$ cat src/rtl/txq_pkg.sv
package txq_pkg;
  typedef enum logic {
    DEPTH_ONE = 1'b0,
    DEPTH_MAX = 1'b1
  } txq_depth_e;
endpackage

$ cat src/rtl/txq_ring.sv
module txq_ring #(
  parameter int DEPTH = 8
) (
  input  logic                         clk,
  input  logic                         rst,
  input  logic                         push,
  input  logic                         push_local,
  input  logic                         pop,
  input  logic [$clog2(DEPTH+1)-1:0]   limit,
  output logic                         full,
  output logic                         empty,
  output logic                         head_local
);
  localparam int PW = (DEPTH > 1) ? $clog2(DEPTH) : 1;
  localparam int CW = $clog2(DEPTH + 1);
  localparam logic [PW-1:0] LAST = PW'(DEPTH - 1);

  logic [DEPTH-1:0] flag_q;
  logic [PW-1:0]    wr_q, rd_q;
  logic [CW-1:0]    cnt_q;

  // one register per slot; only the addressed slot takes the new flag
  for (genvar i = 0; i < DEPTH; i++) begin : g_slot
    always_ff @(posedge clk) begin
      if (rst)                            flag_q[i] <= 1'b0;
      else if (push && wr_q == PW'(i))    flag_q[i] <= push_local;
    end
  end

  always_ff @(posedge clk) begin
    if (rst) begin
      wr_q  <= '0;
      rd_q  <= '0;
      cnt_q <= '0;
    end else begin
      if (push) wr_q <= (wr_q == LAST) ? '0 : wr_q + 1'b1;
      if (pop)  rd_q <= (rd_q == LAST) ? '0 : rd_q + 1'b1;
      case ({push, pop})
        2'b10:   cnt_q <= cnt_q + 1'b1;
        2'b01:   cnt_q <= cnt_q - 1'b1;
        default: cnt_q <= cnt_q;
      endcase
    end
  end

  assign empty      = (cnt_q == '0);
  assign full       = (cnt_q >= limit);
  assign head_local = !empty && flag_q[rd_q];

  AST_PUSH_HAS_ROOM: assert property (@(posedge clk) disable iff (rst) push |-> !full);
  AST_POP_HAS_DATA: assert property (@(posedge clk) disable iff (rst) pop |-> !empty);
  AST_COUNT_BOUND: assert property (@(posedge clk) disable iff (rst) cnt_q <= limit);
endmodule

$ cat src/rtl/txq_local_cnt.sv
module txq_local_cnt #(
  parameter int CAP = 4
) (
  input  logic clk,
  input  logic rst,
  input  logic inc,
  input  logic dec,
  output logic at_cap
);
  localparam int LW = $clog2(CAP + 1);

  logic [LW-1:0] cnt_q;

  always_ff @(posedge clk) begin
    if (rst) begin
      cnt_q <= '0;
    end else begin
      case ({inc, dec})
        2'b10:   cnt_q <= cnt_q + 1'b1;
        2'b01:   cnt_q <= cnt_q - 1'b1;
        default: cnt_q <= cnt_q;
      endcase
    end
  end

  assign at_cap = (cnt_q == LW'(CAP));

  AST_LOCAL_BOUND: assert property (@(posedge clk) disable iff (rst) cnt_q <= LW'(CAP));
  AST_NO_INC_AT_CAP: assert property (@(posedge clk) disable iff (rst) inc |-> !at_cap);
  AST_NO_DEC_AT_ZERO: assert property (@(posedge clk) disable iff (rst) dec |-> cnt_q != '0);
endmodule

$ cat src/rtl/txn_queue_tracker.sv
module txn_queue_tracker
  import txq_pkg::*;
#(
  parameter int MAX_DEPTH = 8,
  parameter int LOCAL_CAP = 4
) (
  input  logic clk,
  input  logic rst,
  input  logic cfg_deep,
  input  logic req_valid,
  input  logic req_local,
  output logic req_ready,
  input  logic rsp_valid,
  output logic q_full,
  output logic q_empty,
  output logic head_local,
  output logic err_proto
);
  localparam int CW = $clog2(MAX_DEPTH + 1);

  txq_depth_e    mode_q;
  logic [CW-1:0] limit;
  logic          at_cap;
  logic          req_take, push, pop, overflow, underflow;
  logic          err_q;

  // depth mode is loaded only while reset is held
  always_ff @(posedge clk) begin
    if (rst) mode_q <= cfg_deep ? DEPTH_MAX : DEPTH_ONE;
  end

  assign limit = (mode_q == DEPTH_MAX) ? CW'(MAX_DEPTH) : CW'(1);

  assign req_ready = !(req_local && at_cap);
  assign req_take  = req_valid && req_ready;
  assign push      = req_take && !q_full;
  assign overflow  = req_take && q_full;
  assign pop       = rsp_valid && !q_empty;
  assign underflow = rsp_valid && q_empty;

  always_ff @(posedge clk) begin
    if (rst)                         err_q <= 1'b0;
    else if (overflow || underflow)  err_q <= 1'b1;
  end
  assign err_proto = err_q;

  txq_ring #(.DEPTH(MAX_DEPTH)) u_ring (
    .clk        (clk),
    .rst        (rst),
    .push       (push),
    .push_local (req_local),
    .pop        (pop),
    .limit      (limit),
    .full       (q_full),
    .empty      (q_empty),
    .head_local (head_local)
  );

  txq_local_cnt #(.CAP(LOCAL_CAP)) u_local (
    .clk    (clk),
    .rst    (rst),
    .inc    (push && req_local),
    .dec    (pop && head_local),
    .at_cap (at_cap)
  );

  AST_MODE_FIXED: assert property (@(posedge clk) disable iff (rst) 1'b1 |=> $stable(mode_q));
  AST_SINGLE_FULL: assert property (@(posedge clk) disable iff (rst) (mode_q == DEPTH_ONE && !q_empty) |-> q_full);
  AST_ERR_STICKY: assert property (@(posedge clk) disable iff (rst) err_proto |=> err_proto);
  AST_UNDERFLOW_FLAG: assert property (@(posedge clk) disable iff (rst) (rsp_valid && q_empty) |=> err_proto);
  AST_PUSH_NONEMPTY: assert property (@(posedge clk) disable iff (rst) push |=> !q_empty);
endmodule

$ cat config.mk
export PLATFORM = sky130hd
export DESIGN_NAME = txn_queue_tracker
export DESIGN_NICKNAME = d
export VERILOG_FILES = /design/src/rtl/txq_pkg.sv /design/src/rtl/txq_ring.sv /design/src/rtl/txq_local_cnt.sv /design/src/rtl/txn_queue_tracker.sv
export SDC_FILE = /design/constraint.sdc
export NUM_CORES = 1
export LEC_CHECK = 0
export BUFFER_PORTS_ARGS = -buffer_cell sky130_fd_sc_hd__buf_2
export CORE_ASPECT_RATIO = 1.1
export CORE_MARGIN = 2
export CORE_UTILIZATION = 32
export DETAILED_ROUTE_END_ITERATION = 8
export PLACE_DENSITY_LB_ADDON = 0.08
export SLEW_MARGIN = 20
export SYNTH_ARGS = -nofsm -noshare
export SYNTH_HDL_FRONTEND = slang
export SYNTH_SLANG_ARGS = --single-unit
$ cat constraint.sdc
create_clock -name clk -period 2.98 [get_ports clk]
set_input_delay 0.149 -clock clk [delete_from_list [all_inputs] [get_ports clk]]
set_output_delay 0.149 -clock clk [all_outputs]
set_load 0.005 [all_outputs]
# After elaboration in Yosys (flattened, before gate mapping)
# Index checks and enable logic that the tools add are counted.
[classes] add_sub_neg=6 order_cmp=2 eq_ne=13 n_mux=8 reduce_logical=25
[ops] operator="equality test 3 bit (second input constant)" n=6
[ops] operator="logical AND 1 bit" n=17
[ops] operator="adder 3 x 1 -> 3 bit (second input constant)" n=3
[ops] operator="one-hot mux 4 bit (2 select lines)" n=1
[ops] operator="equality test 3 x 2 -> 1 bit (second input constant)" n=2
[ops] operator="two-way mux 3 bit" n=2
[ops] operator="one-hot mux 3 bit (2 select lines)" n=1
[ops] operator="adder 4 x 1 -> 4 bit (second input constant)" n=1
[ops] operator="equality test 2 x 1 -> 1 bit (second input constant)" n=2
[ops] operator="equality test 2 bit (second input constant)" n=2
[ops] operator=">= comparator 4 bit" n=1
[ops] operator="zero test 4 bit" n=1
[ops] operator="< comparator 3 x 4 -> 1 bit (second input constant)" n=1
[ops] operator="two-way mux 4 bit" n=1
[ops] operator="nonzero test 2 bit" n=2
[ops] operator="subtractor 4 x 1 -> 4 bit (second input constant)" n=1
[ops] operator="binary-select mux 1 bit (select 3 bit)" n=1
[ops] operator="equality test 3 x 1 -> 1 bit (second input constant)" n=1
[ops] operator="zero test 1 bit" n=3
[ops] operator="zero test 3 bit" n=1
[ops] operator="subtractor 3 x 1 -> 3 bit (second input constant)" n=1
[ops] operator="two-way mux 1 bit" n=2
[ops] operator="logical OR 1 bit" n=1
[totals] register_bits=23 inputBits=6 out_inout_bits=5 elab_cells=68

# Longest topological paths before layout
[depth] word_depth=8 ltp_mapped=13 depth_no_buf=12

# Cells and area by module
# Synthesis repeated with hierarchy kept, for this count alone.
[unflattened] cells_unflattened=149 area_unflattened_um2=1331.3
[modules_own_cells] module="txq_ring" instances=1 cells_each=121 area_each_um2=1059.8
[modules_own_cells] module="txq_local_cnt" instances=1 cells_each=15 area_each_um2=155.1
[modules_own_cells] module="txn_queue_tracker" instances=1 cells_each=13 area_each_um2=116.4

# Worst setup path before layout
# No wires, ideal clock.
[synth_path] kind="reg-to-reg" start="register u_ring.cnt_q[0]" end="register u_ring.cnt_q[2]" arrival_ns=3.132 setup_slack_ns=-0.223 stages_incl_launch_ff=14 path_buffers=1 period_less_slack_ns=3.203 cell_sequence="dfxtp_1 > inv_1 > ha_1 > or4b_4 > a2111oi_4 > buf_6 > inv_1 > ha_1 > xor2_1 > ha_1 > a21oi_1 > xor2_1 > or3_1 > a21oi_1"
[synth_via] elab_chain_len=5 elab_cells_between_ends=12
[synth_rtl] element="start, declared" line="txq_ring.sv:20" text="logic [CW-1:0] cnt_q;"
[synth_rtl] element="start signal, assigned" line="txq_ring.sv:39" text="2'b10: cnt_q <= cnt_q + 1'b1;"
[synth_rtl] element="start signal, assigned" line="txq_ring.sv:40" text="2'b01: cnt_q <= cnt_q - 1'b1;"
[synth_rtl] element="start signal, assigned" line="txq_ring.sv:41" text="default: cnt_q <= cnt_q;"
[synth_rtl] element=">= comparator 4 bit or zero test 4 bit (tied branches)" line="txq_ring.sv:47, txq_ring.sv:46"
[synth_rtl] element="zero test 1 bit (on tied branches)" line="txn_queue_tracker.sv:36, txn_queue_tracker.sv:38"
[synth_rtl] element="logical AND 1 bit (on tied branches)" line="txn_queue_tracker.sv:36, txn_queue_tracker.sv:38"
[synth_rtl] element="equality test 2 x 1 -> 1 bit or equality test 2 bit (tied branches)" line="txq_ring.sv:38" text="case ({push, pop})"
[synth_rtl] element="one-hot mux 4 bit (2 select lines) or nonzero test 2 bit (tied branches)"
# Parallel ways exist; a longest one is shown, timed or not.
# A chain may end at the register's enable or synchronous reset.

# Worst setup path in the final report
[layout_path] start="register mode_q" end="register u_ring.cnt_q[2]"
[layout_via] elab_chain_len=6 elab_cells_between_ends=8
[layout_rtl] element="start, declared" line="txn_queue_tracker.sv:21" text="txq_depth_e mode_q;"
[layout_rtl] element="start signal, assigned" line="txn_queue_tracker.sv:29" text="if (rst) mode_q <= cfg_deep ? DEPTH_MAX : DEPTH_ONE;"
[layout_rtl] element="two-way mux 4 bit (*)" line="txn_queue_tracker.sv:32" text="assign limit = (mode_q == DEPTH_MAX) ? CW'(MAX_DEPTH) : CW'(1);"
[layout_rtl] element=">= comparator 4 bit (*)" line="txq_ring.sv:47" text="assign full = (cnt_q >= limit);"
[layout_rtl] element="zero test 1 bit (*)" line="txn_queue_tracker.sv:36" text="assign push = req_take && !q_full;"
[layout_rtl] element="logical AND 1 bit (*)" line="txn_queue_tracker.sv:36"
[layout_rtl] element="equality test 2 x 1 -> 1 bit or equality test 2 bit (tied branches)" line="txq_ring.sv:38"
[layout_rtl] element="one-hot mux 4 bit (2 select lines) or nonzero test 2 bit (tied branches)"
# Mark *: on every way between the ends. The rest lies on a longest branch, timed or not.

==> reports/results.txt <==
Synth Area in Compound Gates = 0.0907
Rows = 24
Yosys reg bits = 23
Setup Skew = 0.00677 ns
Global-route met1 utilization = 0.141
Total track usage = 0.108
DRC = 0
Post-Syn Area per Cell = 9.65 sq um
Worst setup EP type = register
Mean number of vias per cell = 4.67
I/O Pins = 11
Static leakage = 0.000691 uW
Nets@finish = 178
Largest net degree at the start of global routing = 27
Post-synthesis sequential area ratio = 0.348
Final setup fails = 0
Post-layout power = 1150 uW
Synth Cell Area = 0.00135 sq mm
Crit path DAT = 3.13 ns
Final instance area = 0.00158 sq mm
RSZ-0062 raised after global routing = yes
Filler-free cell count of the finished design = 208
Seq pwr share = 0.367
# Max-Cap Violations = 0
Die Wd = 66.0 microns
Fillers = 420
Placed cell area = 0.00148 sq mm
Critical Path Fanout Max = 5
Final Hold Fails = 0
Post-synthesis xor/xnor area fraction = 0.0324
Max IR drop VDD = 0.220 mV
Crit Path Class = register to register
Logic pwr share = 0.464
Worst slew pin tran = 0.453 ns
Required time of the critical path = 3.17 ns
Met3 Usage GRT = 0.0186
CTS tree = yes
Pins Over Slew Limit = 0
CTS H-Tree Depth = 1
Yosys cell types = 33
Synthesis Warnings = 0
Clock power frac = 0.168
Vias = 971
WL/cell = 11.8 microns
Drt pass-1 iters = 3
Port bufs = 10
Min-delay worst type = input pin to register
CP cell instances = inv_2 > ha_1 > or4b_4 > a2111oi_4 > inv_2 > ha_4 > xor2_1 > ha_2 > a21oi_2 > xor2_1 > or3_1 > a21oi_2
Antenna violations before repair = 0
Total gr overflow = 0
Met2 GRT Util = 0.177
Total CTS buffers = 3
First-pass GRT wire length = 4010 microns
Most used routing layer = met2
Area of the core = 0.00402 sq mm
R2r startpoint = mode_q
Post-route ant nets = 0
Min-delay src = cfg_deep
WL final = 2460 microns
Mapped Nets = 161
Slowest cell on the critical path = or4b_4
Worst skew pair latency = 0.26 ns
Crit start category = register
Clock Sink Count = 23
Sw Ratio = 0.361
Combinational family with the most area after synthesis = simple AND/OR/NAND/NOR gates
Share of layout cells above drive strength 1 = 0.237
Initial DRC count = 16
Start point of the critical path = mode_q
Clk buf depth = 2
Post-Place Cells = 201
Detailed Place HPWL = 1830 microns
Hold slack = 0.0538 ns
Post-synthesis cell count = 140
Initial Util = 0.336
Clock slew at reported path FFs = 0.08 ns
Max Clk Rate = 341 MHz
Diodes inserted = 0
PwrDens = 725 mW/mm^2
Final min period = 2.93 ns
Vias in the first global route = 926
Area growth from synthesis to layout = 17.0%
Max incr delay on CP = 0.50 ns
Placer Congestion = 0.724
Post-Synth Adder-Cell Area = 0.144
Die span in y = 72.2 microns
Clock Tree Root = clkbuf_8
P_sw = 414 uW
Cts hold-fix bufs = 0
Die ar. = 0.00476 sq mm
Multiplexer share of the synthesized area = 0.131
Simple-Gate Fraction of Synth Area = 0.193
Worst slew margin = 0.698
Power Internal = 732 uW
Outcome = finished clean
Crit share post-route = 0.984
==> Yosys cell counts (all sizes together) <==
cell	n	area, sq um
a21oi	7	35.0
or4b	1	13.8
a221oi	1	8.76
ha	14	175
and3b	1	8.76
xor2	5	43.8
nor3	1	5.00
nand2b	11	68.8
mux2	1	11.3
buf	3	26.3
dfxtp	22	440
fa	1	20.0
o41ai	1	8.76
nand3	7	40.0
o31ai	1	7.51
nor2	15	56.3
edfxtp	1	30.0
a21o	1	7.51
clkbuf	3	11.3
o21ai	3	15.0
nor4bb	1	10.0
mux2i	12	120
a2111oi	1	27.5
or3	3	18.8
mux4	2	45.0
nand2	5	18.8
inv	12	45.0
nor4	1	6.26
a211oi	1	12.5
nand3b	1	7.51
nor2b	1	6.26
==> metrics by stage <==
stage	setup slack (ns)	TNS [ns]	utilization
finish	0.0476	0	0.393
global route	-0.111	-0.126	0.393
detailed placement	0.0985	0	0.368
CTS	0.0627	0	0.379
floorplan	-0.0456	-0.0701	-
global placement	0.116	0	0.368
==> cell type report <==
| cell class | instances | area, sq um | area share |
|---|---|---|---|
| clock buffer | 4 | 45.0 | 0.0285 |
| inverter | 12 | 45.0 | 0.0285 |
| multi-input combinational | 99 | 841 | 0.532 |
| sequential | 23 | 472 | 0.298 |
| tap | 52 | 65.1 | 0.0411 |
| timing repair buffer | 18 | 114 | 0.0720 |
==> sequential cells by signal (all words and copies together), names as in the netlist <==
name,count
u_ring.flag_q,8
mode_q,1
u_ring.rd_q,3
u_local.cnt_q,3
u_ring.wr_q,3
err_proto,1
u_ring.cnt_q,4
==> path summary, 6_finish.rpt <==
kind | to | slack [ns] | cells after the start
max | u_ring.cnt_q[2] | 0.05 | 12
max reg2reg | u_ring.cnt_q[2] | 0.05 | 12
min reg2reg | u_ring.flag_q[3] | 0.48 | 2
min | mode_q | 0.05 | 1
==> kinds of logic after synthesis <==
| kind of cell | Yosys count |
|---|---|
| AND/OR/NAND/NOR | 48 |
| flip-flops | 23 |
| buffers and inverters | 18 |
| AO/OA/AOI/OAI | 16 |
| multiplexers | 15 |
| adder cells (fa/ha/maj) | 15 |
| XOR/XNOR | 5 |
==> layer usage <==
layer	vias up	wire length [microns]
li1	510	-
met3	2	57
met5	-	0
met4	0	20
met1	451	1180
met2	8	1200
==> power by group through the flow <==
stage	combinational [uW]	clock (uW)	sequential, uW
6_report	532	193	421
5_1_grt	593	218	430
4_1_cts	477	206	422
3_5_place_dp	475	0	428
3_3_place_gp	473	0	429
2_1_floorplan	360	0	414
==> timing repair <==
action                     in CTS  in global routing
setup endpoints to repair       0                  3
setup buffers                   0                  3
resized for setup               0                  7
==> worst max-delay path: cells and delay by family, from the launching register on <==
kind / cells / cell delay, ns
AND/OR/NAND/NOR: 2 / 0.82
adder cells (fa/ha/maj): 3 / 0.60
flip-flops: 1 / 0.38
AO/OA/AOI/OAI: 3 / 0.58
buffers and inverters: 2 / 0.17
XOR/XNOR: 2 / 0.31
==> cell usage in the layout (no fill, tap or decap), types with 3 or more instances in the layout <==
master	instances
dfxtp_1	21
nor2_1	15
mux2i_1	12
nand2b_1	11
ha_1	11
inv_1	10
buf_2	10
buf_4	7
nand3_1	6
nand2_1	5
xor2_1	5
a21oi_1	5
o21ai_0	3
or3_1	3
clkbuf_8	3
No activity file was read; power rests on OpenSTA's default activity.
